**src/rtl/spi_packer_pkg.sv**
```systemverilog
`timescale 1ns/1ps
package spi_packer_pkg;
  typedef enum logic [2:0] {
    PH_IDLE,
    PH_SETUP,
    PH_HIGH,
    PH_LOW,
    PH_TAIL
  } phase_e;
endpackage

```
**src/rtl/spi_tick_gen.sv**
```systemverilog
`timescale 1ns/1ps
// Half-period tick generator for the serial clock.
module spi_tick_gen #(
  parameter int DIV_W = 8
) (
  input  logic             clk,
  input  logic             rst,
  input  logic             restart,
  input  logic             run,
  input  logic [DIV_W-1:0] half_div,
  output logic             tick
);
  logic [DIV_W-1:0] half_q;
  logic [DIV_W-1:0] cnt_q;
  logic             wrap;

  assign wrap = (cnt_q == half_q - DIV_W'(1));

  always_ff @(posedge clk) begin
    if (rst) begin
      half_q <= DIV_W'(1);
      cnt_q  <= '0;
    end else if (restart) begin
      half_q <= (half_div == '0) ? DIV_W'(1) : half_div;
      cnt_q  <= '0;
    end else if (run) begin
      cnt_q <= wrap ? '0 : cnt_q + DIV_W'(1);
    end
  end

  assign tick = run && !restart && wrap;
endmodule

```
**src/rtl/spi_shift_core.sv**
```systemverilog
`timescale 1ns/1ps
// Frame sequencer: chip select, serial clock and data-out shifter (mode 0).
module spi_shift_core
  import spi_packer_pkg::*;
#(
  parameter int  DATA_W = 32,
  localparam int BYTES  = DATA_W / 8,
  localparam int NB_W   = $clog2(BYTES) + 1,
  localparam int BITS_W = $clog2(DATA_W + 1)
) (
  input  logic              clk,
  input  logic              rst,
  input  logic              start,
  input  logic [NB_W-1:0]   nbytes,
  input  logic [DATA_W-1:0] tx_word,
  input  logic              tick,
  output logic              sclk,
  output logic              cs_n,
  output logic              mosi,
  output logic              sample,
  output logic              done
);
  phase_e            ph_q;
  logic [DATA_W-1:0] sreg_q;
  logic [BITS_W-1:0] bits_q;
  logic [DATA_W-1:0] tx_ordered;

  // Lowest byte goes to the top so that a left shift emits it first.
  for (genvar g = 0; g < BYTES; g++) begin : g_order
    assign tx_ordered[DATA_W-1-8*g -: 8] = tx_word[8*g +: 8];
  end

  always_ff @(posedge clk) begin
    if (rst) begin
      ph_q   <= PH_IDLE;
      sclk   <= 1'b0;
      cs_n   <= 1'b1;
      mosi   <= 1'b0;
      sreg_q <= '0;
      bits_q <= '0;
    end else begin
      unique case (ph_q)
        PH_IDLE: begin
          if (start) begin
            sreg_q <= tx_ordered;
            mosi   <= tx_ordered[DATA_W-1];
            bits_q <= BITS_W'({nbytes, 3'b000});
            cs_n   <= 1'b0;
            sclk   <= 1'b0;
            ph_q   <= PH_SETUP;
          end
        end
        PH_SETUP, PH_LOW: begin
          if (tick) begin
            sclk <= 1'b1;
            ph_q <= PH_HIGH;
          end
        end
        PH_HIGH: begin
          if (tick) begin
            sclk   <= 1'b0;
            bits_q <= bits_q - BITS_W'(1);
            if (bits_q == BITS_W'(1)) begin
              ph_q <= PH_TAIL;
            end else begin
              sreg_q <= sreg_q << 1;
              mosi   <= sreg_q[DATA_W-2];
              ph_q   <= PH_LOW;
            end
          end
        end
        PH_TAIL: begin
          if (tick) begin
            cs_n <= 1'b1;
            ph_q <= PH_IDLE;
          end
        end
        default: ph_q <= PH_IDLE;
      endcase
    end
  end

  assign sample = tick && ((ph_q == PH_SETUP) || (ph_q == PH_LOW));
  assign done   = tick && (ph_q == PH_TAIL);
endmodule

```
**src/rtl/spi_rx_pack.sv**
```systemverilog
`timescale 1ns/1ps
// Collects data-in bits into bytes and merges them into the top lanes.
module spi_rx_pack #(
  parameter int  DATA_W = 32,
  localparam int BYTES  = DATA_W / 8,
  localparam int NB_W   = $clog2(BYTES) + 1
) (
  input  logic              clk,
  input  logic              rst,
  input  logic              start,
  input  logic [NB_W-1:0]   nbytes,
  input  logic              sample,
  input  logic              miso,
  input  logic              done,
  output logic [DATA_W-1:0] rx_word
);
  logic [NB_W-1:0]   nb_q;
  logic [2:0]        bitc_q;
  logic [7:0]        byte_q;
  logic [DATA_W-1:0] acc_q;
  logic [7:0]        byte_nxt;
  logic [DATA_W-1:0] lane_mask;

  assign byte_nxt = {byte_q[6:0], miso};

  // Lane g is filled when it is among the top nb_q lanes.
  for (genvar g = 0; g < BYTES; g++) begin : g_mask
    assign lane_mask[8*g +: 8] = {8{(BYTES - g) <= int'(nb_q)}};
  end

  always_ff @(posedge clk) begin
    if (rst) begin
      nb_q    <= '0;
      bitc_q  <= '0;
      byte_q  <= '0;
      acc_q   <= '0;
      rx_word <= '0;
    end else begin
      if (start) begin
        nb_q   <= nbytes;
        bitc_q <= '0;
      end else if (sample) begin
        byte_q <= byte_nxt;
        bitc_q <= bitc_q + 3'd1;
        if (bitc_q == 3'd7) begin
          acc_q <= {byte_nxt, acc_q[DATA_W-1:8]};
        end
      end
      if (done) begin
        rx_word <= (acc_q & lane_mask) | (rx_word & ~lane_mask);
      end
    end
  end
endmodule

```
**src/rtl/spi_word_packer.sv**
```systemverilog
`timescale 1ns/1ps
// Top: host handshake flags around the frame sequencer and receive packer.
module spi_word_packer #(
  parameter int  DATA_W = 32,
  parameter int  DIV_W  = 8,
  localparam int BYTES  = DATA_W / 8,
  localparam int SEL_W  = $clog2(BYTES),
  localparam int NB_W   = SEL_W + 1
) (
  input  logic              clk,
  input  logic              rst,
  input  logic [DIV_W-1:0]  sclk_half_div,
  input  logic              host_wr,
  input  logic [SEL_W-1:0]  host_sel,
  input  logic [DATA_W-1:0] host_wdata,
  input  logic              host_rd,
  output logic [DATA_W-1:0] rx_word,
  output logic              rx_valid,
  output logic              busy,
  output logic              overflow,
  output logic              spi_sclk,
  output logic              spi_cs_n,
  output logic              spi_mosi,
  input  logic              spi_miso
);
  logic            accept;
  logic [NB_W-1:0] nbytes;
  logic            tick;
  logic            sample;
  logic            done;

  assign accept = host_wr && !busy;
  assign nbytes = NB_W'(host_sel) + NB_W'(1);

  spi_tick_gen #(.DIV_W(DIV_W)) u_tick (
    .clk      (clk),
    .rst      (rst),
    .restart  (accept),
    .run      (busy),
    .half_div (sclk_half_div),
    .tick     (tick)
  );

  spi_shift_core #(.DATA_W(DATA_W)) u_core (
    .clk     (clk),
    .rst     (rst),
    .start   (accept),
    .nbytes  (nbytes),
    .tx_word (host_wdata),
    .tick    (tick),
    .sclk    (spi_sclk),
    .cs_n    (spi_cs_n),
    .mosi    (spi_mosi),
    .sample  (sample),
    .done    (done)
  );

  spi_rx_pack #(.DATA_W(DATA_W)) u_pack (
    .clk     (clk),
    .rst     (rst),
    .start   (accept),
    .nbytes  (nbytes),
    .sample  (sample),
    .miso    (spi_miso),
    .done    (done),
    .rx_word (rx_word)
  );

  always_ff @(posedge clk) begin
    if (rst) begin
      busy     <= 1'b0;
      overflow <= 1'b0;
      rx_valid <= 1'b0;
    end else begin
      if (accept)    busy <= 1'b1;
      else if (done) busy <= 1'b0;
      if (host_wr && busy) overflow <= 1'b1;
      if (done)         rx_valid <= 1'b1;
      else if (host_rd) rx_valid <= 1'b0;
    end
  end
endmodule

```
**config.mk**
```make
export PLATFORM = sky130hd
export DESIGN_NAME = spi_word_packer
export DESIGN_NICKNAME = d
export VERILOG_FILES = /design/src/rtl/spi_packer_pkg.sv /design/src/rtl/spi_tick_gen.sv /design/src/rtl/spi_shift_core.sv /design/src/rtl/spi_rx_pack.sv /design/src/rtl/spi_word_packer.sv
export SDC_FILE = /design/constraint.sdc
export NUM_CORES = 1
export LEC_CHECK = 0
export BUFFER_PORTS_ARGS = -buffer_cell sky130_fd_sc_hd__buf_2
export CAP_MARGIN = 15
export CORE_ASPECT_RATIO = 0.75
export CORE_MARGIN = 2
export CORE_UTILIZATION = 51
export DETAILED_ROUTE_END_ITERATION = 12
export PLACE_DENSITY = 0.76
export REMOVE_ABC_BUFFERS = 1
export SLEW_MARGIN = 0
export SYNTH_ARGS = -nofsm -noshare
export SYNTH_HDL_FRONTEND = slang
export SYNTH_SLANG_ARGS = --single-unit
```
**constraint.sdc**
```tcl
create_clock -name clk -period 2.8 [get_ports clk]
set_input_delay 0.28 -clock clk [delete_from_list [all_inputs] [get_ports clk]]
set_output_delay 0.28 -clock clk [all_outputs]
set_load 0.05 [all_outputs]
```
==> impl_results.rst <==
.. list-table::
   :header-rows: 1

   * - Metric
     - Value
   * - Most frequent cells in the layout
     - sky130_fd_sc_hd__nor2_1 (209), sky130_fd_sc_hd__dfxtp_1 (138), sky130_fd_sc_hd__mux2i_1 (97)
   * - Outcome
     - complete, no violations
   * - Antenna violations before repair
     - 0
   * - Largest clock skew in the final design
     - ~0.0077 ns
   * - Final setup vio count
     - 0
   * - Routed WL
     - 13.50 mm
   * - Number of enable-type register cells in the synthesized netlist
     - 0
   * - Fin crit period
     - 2.742 ns
   * - Kind of critical path
     - flip-flop to flip-flop
   * - Total cell area at the placement stage
     - between 6000 and 7000 sq um
   * - Total of warnings raised by yosys
     - 0
   * - Count of routing violations after the opening detailed-route iteration
     - 375
   * - CTS H-tree depth
     - 4
   * - Inserted Clock Buffers
     - 17
   * - Mapped Cells
     - 680
   * - Pin count of the biggest net entering global routing
     - 129
   * - Maximum root-to-sink buffer count
     - 2
   * - Leakage power summed over all cells
     - about 0.0037 uW
   * - Detailed placer's ending HPWL
     - 8.385 mm
   * - Count of maximum capacitance violations
     - 0
   * - Global route total overflow
     - 0
   * - Area of the die
     - between 10000 and 15000 sq um
   * - # hold bufs at CTS
     - 0
   * - ANT cells
     - 0
   * - Final layout net count
     - 824
   * - Die Y
     - 97.16 microns
   * - Cell area after technology mapping
     - 5902 sq um
   * - Type of the tightest min-delay check
     - primary input to flip-flop
   * - Capturing element type of the critical path
     - flip-flop
   * - Length of the first detailed-routing pass in iterations
     - 5
   * - Post-DR wirelength/cell
     - between 10 and 15 microns
   * - Root cell of the clock tree
     - sky130_fd_sc_hd__clkbuf_16
   * - Global-route wire length before repair
     - about 22 mm
   * - Asr flop ratio synth
     - 0
   * - Dpl cells
     - 880
   * - CP startpoint kind
     - flip-flop
   * - Combined global-route utilization of all metal layers
     - 0.2148
   * - Mean number of vias per cell
     - 5.362
   * - Number of ports placed on the die boundary
     - 85
   * - Post-Syn Area per Cell
     - 8.679 sq um
   * - RD Place Congestion
     - between 0.9 and 1
   * - Die outline width
     - 128.2 microns
   * - Cell area power density
     - 676.4 nW/um^2
   * - Portion of the clock cycle consumed by the worst path in the final layout
     - 0.9792
   * - Clock tree from TritonCTS
     - built
   * - Area added between synthesis and finish
     - 23.96%
   * - Timing-limited maximum frequency
     - 364.7 MHz
   * - Filler cells
     - 856
   * - Largest vdd supply drop
     - 0.0004120 V
   * - Maximum net fanout on the critical path
     - 8
   * - Synthesis-stage register bit count
     - 139
   * - Finished Layout Cells
     - 922
   * - Count of nets left with antenna violations after detail routing
     - 0
   * - Starting utilization of the core area
     - 0.5314
   * - Core Area
     - 11110 sq um
   * - Number of distinct library cells after synthesis
     - 46
   * - Share of the yosys chip area belonging to registers
     - 0.4715
   * - Data required time of the worst path
     - 3.09 ns
   * - Count of standard-cell rows
     - 33
   * - Arrival time worst endpoint
     - 3.03 ns
   * - Worst hold-check slack
     - 0.08171 ns
   * - Commonest non-fill, non-tap cell in the layout
     - sky130_fd_sc_hd__nor2_1
   * - Worst skew pair latency
     - 0.42 ns
   * - Share of cells above drive strength 1
     - 0.1995
   * - Total number of vias
     - 4944
   * - Ys flop type
     - sky130_fd_sc_hd__dfxtp_1
   * - Number of buffer cells added on primary ports
     - between 80 and 90
   * - Worst Tran Pin Value
     - 0.6041 ns
   * - Via count of the first global-routing pass
     - ~4700
   * - Clock transition at the register clock pins on the worst setup and hold paths after CTS
     - 0.06 ns
   * - Worst relative slew slack
     - 0.5973
   * - Final-report max-slew violation count
     - 0
   * - Clock Sink Count
     - around 140
   * - Remaining routing DRC violations
     - 0
   * - Hold Violations, Final
     - 0
   * - Design Area, Final
     - 7316 sq um
   * - Power after layout
     - a little under 5000 uW
[power breakdown]
part	switching [uW]	internal, uW	leakage [uW]	total, uW
clock network	832	1590	0.000317	2430
logic	255	193	0.00224	448
registers	38.6	2030	0.00113	2070
total	1130	3820	0.00369	4950
[stage by stage]
step	setup slack, ns	util	TNS [ns]
2_1_floorplan	-1.806	-	-99.33
3_3_place_gp	0.1020	0.5860	0
3_5_place_dp	-0.05976	0.5860	-0.1868
4_1_cts	0.01128	0.6454	0
5_1_grt	-0.04614	0.6587	-0.6722
6_report	0.05812	0.6587	0
[critical path: stages (launching register included)]
cell,delay [ns]
sky130_fd_sc_hd__dfxtp_1,0.31
sky130_fd_sc_hd__or3_4,0.41
sky130_fd_sc_hd__or3_4,0.35
sky130_fd_sc_hd__a21o_1,0.20
sky130_fd_sc_hd__a311oi_4,0.37
sky130_fd_sc_hd__buf_6,0.18
sky130_fd_sc_hd__nand4_1,0.18
sky130_fd_sc_hd__buf_6,0.21
sky130_fd_sc_hd__clkbuf_16,0.17
sky130_fd_sc_hd__mux2i_1,0.17
sky130_fd_sc_hd__nor2_1,0.06
[final timing paths]
| path | depth (start not counted) | startpoint | endpoint | slack (ns) |
|---|---|---|---|---|
| worst min-delay path | 2 | host_sel[0] | u_pack.nb_q[0] | 0.08 |
| worst max register to register | 10 | u_tick.half_q[3] | u_pack.acc_q[10] | 0.06 |
| worst min register to register | 2 | overflow | overflow | 0.47 |
| worst max-delay path | 10 | u_tick.half_q[3] | u_pack.acc_q[10] | 0.06 |
[repair_timing]
item,in CTS,in global routing
pin swaps,1,7
cloned,0,3
setup endpoints to repair,25,85
buffers inserted,1,7
gates resized for setup,2,9
[final cells by class]
class | instances | area (sq um) | area share
multi-input combinational | 495 | 2985 | 0.4081
sequential | 139 | 2784 | 0.3805
timing repair buffer | 111 | 709.4 | 0.09697
clock buffer | 19 | 442.9 | 0.06054
clock inverter | 12 | 196.4 | 0.02685
tap | 140 | 175.2 | 0.02394
inverter | 6 | 22.52 | 0.003079
[cells in the mapped netlist (all sizes together) (2+ instances only)]
cell | count | share of area
ha | 7 | 0.015
nor4 | 3 | 0.0032
a211oi | 5 | 0.0072
mux2i | 97 | 0.16
dfxtp | 139 | 0.47
a21oi | 33 | 0.028
nand2 | 46 | 0.030
a21o | 2 | 0.0025
a31oi | 2 | 0.0021
inv | 6 | 0.0038
or3 | 5 | 0.0061
a211o | 2 | 0.0030
o211ai | 2 | 0.0025
clkbuf | 26 | 0.017
o21ai | 6 | 0.0051
nor2 | 209 | 0.13
nand3 | 19 | 0.017
xor2 | 6 | 0.0089
nand4 | 7 | 0.0095
xnor2 | 9 | 0.013
nand2b | 8 | 0.0085
nor3 | 9 | 0.0076
nand3b | 2 | 0.0025
nor2b | 2 | 0.0021
buf | 14 | 0.011
[logic make-up after synthesis]
| kind of cell | Yosys count | synth area share |
|---|---|---|
| AND/OR/NAND/NOR | 317 | 0.2287 |
| flip-flops | 139 | 0.4715 |
| multiplexers | 97 | 0.1645 |
| AO/OA/AOI/OAI | 59 | 0.06636 |
| buffers and inverters | 46 | 0.03180 |
| XOR/XNOR | 15 | 0.02226 |
| adder cells (fa/ha/maj) | 7 | 0.01484 |
[layer usage]
layer,wire length (microns),global-route usage
met5,0,0
met4,252,0.08284
met3,798,0.06828
met2,6301,0.3421
met1,6148,0.2713
(Power assumes the default switching activity.)
